`config.mk`:
```
export PLATFORM = sky130hd
export DESIGN_NAME = cline_ctrl
export DESIGN_NICKNAME = d
export VERILOG_FILES = /design/src/rtl/cline_pkg.sv /design/src/rtl/cline_table.sv /design/src/rtl/cline_seq.sv /design/src/rtl/cline_ctrl.sv
export SDC_FILE = /design/constraint.sdc
export NUM_CORES = 1
export LEC_CHECK = 0
export ABC_AREA = 1
export ABC_CLOCK_PERIOD_IN_PS = 3710
export BUFFER_PORTS_ARGS = -buffer_cell sky130_fd_sc_hd__buf_4
export CAP_MARGIN = 15
export CELL_PAD_IN_SITES_DETAIL_PLACEMENT = 1
export CELL_PAD_IN_SITES_GLOBAL_PLACEMENT = 1
export CORE_UTILIZATION = 44
export DETAILED_ROUTE_END_ITERATION = 10
export PLACE_DENSITY_LB_ADDON = 0.1
export SLEW_MARGIN = 10
export SYNTH_ARGS = -nofsm -noshare
export SYNTH_HDL_FRONTEND = slang
export SYNTH_SLANG_ARGS = --single-unit
```
`constraint.sdc`:
```
create_clock -name clk -period 3.71 [get_ports clk]
set_input_delay 0.5565 -clock clk [delete_from_list [all_inputs] [get_ports clk]]
set_output_delay 0.5565 -clock clk [all_outputs]
set_load 0.05 [all_outputs]
```
`src/rtl/cline_pkg.sv`:
```
package cline_pkg;
   typedef enum logic [1:0] {
      LS_INV = 2'b00,
      LS_SHR = 2'b01,
      LS_CLN = 2'b10,
      LS_DRT = 2'b11
   } lstate_e;

   typedef enum logic [1:0] {
      RK_READ  = 2'b00,
      RK_READX = 2'b01,
      RK_INVAL = 2'b10
   } rkind_e;

   typedef enum logic [1:0] {
      SQ_IDLE  = 2'b00,
      SQ_WFILL = 2'b01,
      SQ_WINV  = 2'b10
   } seq_e;
endpackage

```
`src/rtl/cline_table.sv`:
```
module cline_table
   import cline_pkg::*;
#(
   parameter int IDX_W = 3,
   parameter int TAG_W = 13
) (
   input  logic             clk,
   input  logic             rst_n,
   input  logic [IDX_W-1:0] a_idx,
   input  logic [TAG_W-1:0] a_tag,
   output lstate_e          a_state,
   output logic             a_hit,
   input  logic [IDX_W-1:0] b_idx,
   input  logic [TAG_W-1:0] b_tag,
   output lstate_e          b_state,
   output logic             b_hit,
   input  logic             ivn_we,
   input  lstate_e          ivn_st,
   input  logic             loc_we,
   input  logic [IDX_W-1:0] loc_idx,
   input  logic [TAG_W-1:0] loc_tag,
   input  lstate_e          loc_st
);
   localparam int SETS = 1 << IDX_W;

   logic [TAG_W-1:0] tag_v [SETS];
   lstate_e          st_v  [SETS];

   for (genvar g = 0; g < SETS; g++) begin : g_set
      logic [TAG_W-1:0] t_q;
      lstate_e          s_q;
      logic             loc_sel, ivn_sel;

      assign loc_sel = loc_we && (loc_idx == IDX_W'(g));
      assign ivn_sel = ivn_we && (b_idx == IDX_W'(g));

      always_ff @(posedge clk or negedge rst_n) begin
         if (!rst_n) begin
            t_q <= '0;
            s_q <= LS_INV;
         end else if (loc_sel) begin
            t_q <= loc_tag;
            s_q <= loc_st;
         end else if (ivn_sel) begin
            s_q <= ivn_st;
         end
      end

      assign tag_v[g] = t_q;
      assign st_v[g]  = s_q;
   end

   assign a_state = st_v[a_idx];
   assign a_hit   = (st_v[a_idx] != LS_INV) && (tag_v[a_idx] == a_tag);
   assign b_state = st_v[b_idx];
   assign b_hit   = (st_v[b_idx] != LS_INV) && (tag_v[b_idx] == b_tag);
endmodule

```
`src/rtl/cline_seq.sv`:
```
module cline_seq
   import cline_pkg::*;
#(
   parameter int ADDR_W = 16,
   parameter int IDX_W  = 3
) (
   input  logic              clk,
   input  logic              rst_n,
   input  logic              cpu_valid,
   input  logic              cpu_store,
   input  logic [ADDR_W-1:0] cpu_addr,
   input  logic              ivn_valid,
   input  logic              ivn_excl,
   input  logic [ADDR_W-1:0] ivn_addr,
   input  logic              ivn_hit,
   input  logic              look_hit,
   input  lstate_e           look_state,
   input  logic              fill_valid,
   input  logic              fill_shared,
   input  logic              inv_ack,
   output logic [ADDR_W-1:0] look_addr,
   output logic              busy,
   output logic              done,
   output logic              req_valid,
   output rkind_e            req_kind,
   output logic [ADDR_W-1:0] req_addr,
   output logic              loc_we,
   output logic [ADDR_W-1:0] loc_addr,
   output lstate_e           loc_st
);
   seq_e              sq_q;
   logic [ADDR_W-1:0] pend_q;
   logic              store_q;
   rkind_e            kind_q;
   logic              done_q;

   logic accept, up_hit, ld_hit, lost, fill_go, ack_go;

   assign accept  = (sq_q == SQ_IDLE) && cpu_valid && !ivn_valid;
   assign ld_hit  = accept && look_hit && !cpu_store;
   assign up_hit  = accept && look_hit && cpu_store && (look_state != LS_SHR);
   assign lost    = (sq_q == SQ_WINV) && ivn_valid && ivn_excl && ivn_hit
                    && (ivn_addr == pend_q);
   assign fill_go = (sq_q == SQ_WFILL) && fill_valid;
   assign ack_go  = (sq_q == SQ_WINV) && inv_ack && !lost;

   assign look_addr = (sq_q == SQ_IDLE) ? cpu_addr : pend_q;

   always_comb begin
      loc_we   = 1'b0;
      loc_addr = pend_q;
      loc_st   = LS_DRT;
      if (up_hit) begin
         loc_we   = 1'b1;
         loc_addr = cpu_addr;
      end else if (fill_go) begin
         loc_we = 1'b1;
         if (!store_q) loc_st = fill_shared ? LS_SHR : LS_CLN;
      end else if (ack_go) begin
         loc_we = 1'b1;
      end
   end

   always_ff @(posedge clk or negedge rst_n) begin
      if (!rst_n) begin
         sq_q    <= SQ_IDLE;
         pend_q  <= '0;
         store_q <= 1'b0;
         kind_q  <= RK_READ;
         done_q  <= 1'b0;
      end else begin
         done_q <= ld_hit || up_hit || fill_go || ack_go;
         unique case (sq_q)
            SQ_IDLE: begin
               if (accept && !(ld_hit || up_hit)) begin
                  pend_q  <= cpu_addr;
                  store_q <= cpu_store;
                  if (look_hit) begin
                     kind_q <= RK_INVAL;
                     sq_q   <= SQ_WINV;
                  end else begin
                     kind_q <= cpu_store ? RK_READX : RK_READ;
                     sq_q   <= SQ_WFILL;
                  end
               end
            end
            SQ_WFILL: if (fill_go) sq_q <= SQ_IDLE;
            SQ_WINV: begin
               if (lost) begin
                  kind_q <= RK_READX;
                  sq_q   <= SQ_WFILL;
               end else if (ack_go) begin
                  sq_q <= SQ_IDLE;
               end
            end
            default: sq_q <= SQ_IDLE;
         endcase
      end
   end

   assign busy      = (sq_q != SQ_IDLE) || ivn_valid;
   assign done      = done_q;
   assign req_valid = (sq_q != SQ_IDLE);
   assign req_kind  = kind_q;
   assign req_addr  = pend_q;
endmodule

```
`src/rtl/cline_ctrl.sv`:
```
module cline_ctrl
   import cline_pkg::*;
#(
   parameter int ADDR_W  = 16,
   parameter int IDX_W   = 3,
   parameter bit RSP_REG = 1'b0
) (
   input  logic              clk,
   input  logic              rst_n,
   input  logic              cpu_valid,
   input  logic              cpu_store,
   input  logic [ADDR_W-1:0] cpu_addr,
   output logic              cpu_busy,
   output logic              cpu_done,
   output logic              ext_req_valid,
   output logic [1:0]        ext_req_kind,
   output logic [ADDR_W-1:0] ext_req_addr,
   input  logic              ext_fill_valid,
   input  logic              ext_fill_shared,
   input  logic              ext_inv_ack,
   input  logic              ivn_valid,
   input  logic              ivn_excl,
   input  logic [ADDR_W-1:0] ivn_addr,
   output logic [1:0]        ivn_state,
   output logic              ivn_takeover
);
   localparam int TAG_W = ADDR_W - IDX_W;

   initial begin
      assert (IDX_W >= 1 && IDX_W <= 8 && IDX_W < ADDR_W)
         else $fatal(1, "cline_ctrl: IDX_W out of range");
   end

   logic [ADDR_W-1:0] look_addr, loc_addr;
   lstate_e           look_state, b_state, loc_st, ivn_st;
   logic              look_hit, b_hit, loc_we, ivn_we;
   rkind_e            kind;

   assign ivn_we = ivn_valid && b_hit;
   assign ivn_st = ivn_excl ? LS_INV : LS_SHR;

   cline_table #(.IDX_W(IDX_W), .TAG_W(TAG_W)) u_table (
      .clk     (clk),
      .rst_n   (rst_n),
      .a_idx   (look_addr[IDX_W-1:0]),
      .a_tag   (look_addr[ADDR_W-1:IDX_W]),
      .a_state (look_state),
      .a_hit   (look_hit),
      .b_idx   (ivn_addr[IDX_W-1:0]),
      .b_tag   (ivn_addr[ADDR_W-1:IDX_W]),
      .b_state (b_state),
      .b_hit   (b_hit),
      .ivn_we  (ivn_we),
      .ivn_st  (ivn_st),
      .loc_we  (loc_we),
      .loc_idx (loc_addr[IDX_W-1:0]),
      .loc_tag (loc_addr[ADDR_W-1:IDX_W]),
      .loc_st  (loc_st)
   );

   cline_seq #(.ADDR_W(ADDR_W), .IDX_W(IDX_W)) u_seq (
      .clk         (clk),
      .rst_n       (rst_n),
      .cpu_valid   (cpu_valid),
      .cpu_store   (cpu_store),
      .cpu_addr    (cpu_addr),
      .ivn_valid   (ivn_valid),
      .ivn_excl    (ivn_excl),
      .ivn_addr    (ivn_addr),
      .ivn_hit     (b_hit),
      .look_hit    (look_hit),
      .look_state  (look_state),
      .fill_valid  (ext_fill_valid),
      .fill_shared (ext_fill_shared),
      .inv_ack     (ext_inv_ack),
      .look_addr   (look_addr),
      .busy        (cpu_busy),
      .done        (cpu_done),
      .req_valid   (ext_req_valid),
      .req_kind    (kind),
      .req_addr    (ext_req_addr),
      .loc_we      (loc_we),
      .loc_addr    (loc_addr),
      .loc_st      (loc_st)
   );

   assign ext_req_kind = kind;

   lstate_e rsp_now;
   assign rsp_now = (ivn_valid && b_hit) ? b_state : LS_INV;

   if (RSP_REG) begin : g_rsp_reg
      lstate_e rsp_q;
      always_ff @(posedge clk or negedge rst_n) begin
         if (!rst_n) rsp_q <= LS_INV;
         else        rsp_q <= rsp_now;
      end
      assign ivn_state    = rsp_q;
      assign ivn_takeover = (rsp_q == LS_DRT);
   end else begin : g_rsp_comb
      assign ivn_state    = rsp_now;
      assign ivn_takeover = (rsp_now == LS_DRT);
   end
endmodule

```
==> results.py <==
metrics = {
    "routing": {
        "drt_pre_antenna_iters": 5,
        "route.vias.total": 11000,
        "ant_nets": 0,
        "wl_um": 42600,
        "dr.first_iter.drc_count": 995,
        "wire_per_inst_um": 22.7,
        "vias_per_cell": 5.88,
        "drc": 0,
    },
    "logic_synthesis": {
        "ys_types": 35,
        "syn-num-nets": 1521,
        "syn_inst": 1480,
        "synthesis.area_mm2": 0.00977,
        "ys_seq_area_frac": 0.364,
        "yosys_warnings": 0,
        "syn_area_per_cell_um2": 6.60,
        "ys_seq_elements": 142,
    },
    "power_and_ir_drop": {
        "power.density_mw_per_mm2": 835,
        "ir_drop_v": 0.000336,
        "leakage_uw": 0.00622,
        "total_power_uw": 9870,
    },
    "worst_hold_path": {
        "hp-class": "input pin to asynchronous set/reset pin",
    },
    "die": {
        "initial_core_util": 0.448,
        "die-area_mm2": 0.0228,
        "boundaryPins": 65,
        "core-area_mm2": 0.0218,
        "num_rows": 54,
        "die_w_um": 151,
        "fp.dieH_um": 151,
    },
    "cells_and_area": {
        "diodes": 0,
        "finish.instance_area_mm2": 0.0118,
        "area_delta_synth_final_pct": 20.9,
        "num-nets-final": 1623,
        "drive_gt1_frac": 0.167,
        "fillerInstances": 2901,
    },
    "clocking": {
        "cts_max_level": 4,
        "cts_root_buf": "clkbuf_16",
        "insertion_delay_ns": 0.44,
        "cts_buffers": 17,
        "clk_pin_slew_ns": 0.08,
        "tritoncts": "built",
        "cts_buffer_depth": 2,
        "cts.sinks": 142,
        "postCtsHoldBufs": 0,
    },
    "setup_path": {
        "critPathArrivalTime_ns": 3.93,
        "slowest_delay_ns": 0.46,
        "path_delay_family": "simple AND/OR/NAND/NOR gates",
        "path_common_cell": "nand2_1",
        "reg2reg_depth": 21,
        "cp.required_ns": 4.03,
        "crit_chain": "nor2_8, buf_4, nand2_1, o21ai_4, buf_12, nand3_1, nand3_1, nand2_1, nand2_1, nand2_1, nor2_1, nand2_1, nor2_1, nand4_1, nand2_1, nand2_2, nor2_4, nand2_4, buf_4, nand2_1, nand2_1",
        "crit_cells": 21,
        "crit_buf_inv": 3,
        "rr_endpoint": "u_table.g_set[4].t_q[2]",
        "crit_slowest_cell": "dfrtp_2",
        "setup.worst_path.start_class": "register",
        "crit_type": "register to register",
        "endpoint_kind": "register",
        "crit-reg2reg-launch": "u_seq.sq_q[0]",
        "cp_max_fo": 13,
        "r2r_slack_ns": 0.11,
    },
    "grt": {
        "track_usage": 0.377,
        "grt_pass1_wl_um": 63300,
        "antenna_found_initial": 0,
        "overflow": 0,
        "grt_max_degree": 60,
        "grt_pass1_vias": 11000,
    },
    "timing": {
        "slew_headroom": 0.235,
        "clock-skew-final_ns": 0.0164,
        "final_hold_viol_count": 0,
        "totalNegativeSetupSlack_ns": 0,
        "rsz0062_at_grt": "false",
        "fin_crit_ns": 3.60,
        "setup_violations": 0,
        "finalCritPeriodShare": 0.972,
        "slew_viol_final": 0,
        "fmax_mhz": 277,
        "tightestPinTransition_ns": 1.14,
    },
    "job": {
        "maxCapViolations": 0,
    },
    "placed_design": {
        "gp_congestion": 0.986,
        "dp_hpwl_um": 30500,
        "placed_cell_area_mm2": 0.0110,
        "numPortBuffers": 64,
    },
    "outcome": {
        "outcome": "finished, final reports clean",
    },
}
==> synthesized netlist by cell type <==
master	n	area share
o22ai_1	1	0.00064
o211ai_1	2	0.0015
nand4_1	24	0.015
clkbuf_1	13	0.0050
inv_1	87	0.033
a22oi_1	19	0.015
nor4_1	6	0.0038
o21ai_2	14	0.013
inv_2	3	0.0012
nand4_2	1	0.0013
buf_4	10	0.0077
xor2_1	8	0.0072
nand3_1	213	0.11
a21oi_1	21	0.011
and2_1	1	0.00064
nand3b_1	16	0.012
o21ai_0	34	0.017
nand2_4	12	0.014
buf_2	28	0.014
nor2_4	2	0.0023
or2_2	3	0.0019
buf_6	14	0.016
clkinv_1	3	0.0012
clkinv_2	8	0.0041
xnor2_1	4	0.0036
o21ai_1	2	0.0010
nor3_1	8	0.0041
o211a_1	1	0.0010
nor2_1	63	0.024
nand2_1	688	0.26
nand3_2	8	0.0082
nand2_2	9	0.0058
nor2_2	6	0.0038
dfrtp_1	142	0.36
nor2_8	6	0.012
==> through the flow <==
stage          hold WS, ns  std cells  setup slack (ns)  utilization
2_1_floorplan        0.261       1480             0.341            -
3_3_place_gp         0.488       1835             0.136        0.503
3_5_place_dp         0.494       1835            0.0864        0.503
4_1_cts              0.111       1867            0.0830        0.529
5_1_grt              0.138       1875           0.00523        0.541
6_report            0.0848       1875             0.105        0.541
==> repair_timing <==
action / 4_1_cts / 5_1_grt
buffers inserted: 0 / 5
resized for setup: 0 / 32
setup endpoints to repair: 0 / 123
==> routing by layer <==
metal	vias to the layer above	global-route usage	part of all wire	wire length [µm]
li1	4945	-	-	-
met1	5452	0.502	0.42	17800
met2	526	0.591	0.45	19300
met4	0	0.158	0.036	1520
met5	-	0	0	0
met3	111	0.0774	0.094	4000
==> worst max-delay path by stage <==
| stage | to | startpoint | slack (ns) |
|---|---|---|---|
| 6_report | u_table.g_set[4].t_q[2] | u_seq.sq_q[0] | 0.11 |
| 5_1_grt | u_table.g_set[0].t_q[7] | u_seq.sq_q[0] | 0.005 |
| 4_1_cts | u_table.g_set[6].t_q[3] | u_seq.sq_q[1] | 0.08 |
| 3_5_place_dp | u_table.g_set[6].t_q[12] | cpu_addr[0] | 0.09 |
| 3_3_place_gp | u_table.g_set[6].t_q[12] | cpu_addr[0] | 0.14 |
| 2_1_floorplan | ivn_takeover | ivn_addr[0] | 0.34 |
==> kinds of logic after synthesis <==
family                 after synthesis  synth area share
AND/OR/NAND/NOR                   1066             0.483
buffers and inverters              166            0.0830
flip-flops                         142             0.364
AO/OA/AOI/OAI                       94            0.0595
XOR/XNOR                            12            0.0108
==> state kept, by name, indices dropped and copies added (netlist names) <==
name and cells:
u_table.g_set.t_q 104, u_seq.req_addr 16, u_table.g_set.s_q 16, u_seq.req_kind 2
u_seq.sq_q 2, u_seq.done 1, u_seq.store_q 1
==> layout by cell type (no fill, tap or decap), types with 4 or more instances in the layout <==
cell       count
buf_12        16
nand2_1      686
inv_1         87
clkinv_2       6
o21ai_0       34
clkbuf_16     20
nor2_8         6
inv_8          5
nor4_1         6
xor2_1         8
xnor2_1        4
nand4_1       24
inv_4          4
dfrtp_1      141
a21oi_1       21
nor2_2        10
nor2_1        58
nand3_2       12
nand2_4       13
nand3_1      209
buf_4        127
nor3_1         8
nand2_2       10
nand3b_1      16
a22oi_1       19
o21ai_4       14
inv_6          6
==> cell type report <==
cell class	count	area (µm²)	share of cell area
multi-input combinational	1172	5580	0.472
sequential	142	3550	0.301
timing repair buffer	148	1370	0.116
clock buffer	17	425	0.0360
inverter	101	395	0.0335
tap	280	350	0.0297
clock inverter	15	139	0.0118
==> power breakdown <==
group	switching, µW	total (µW)	internal [µW]
sequential	671	2800	2130
combinational	3600	5370	1770
clock	807	1700	892
(Power assumes the default switching activity.)
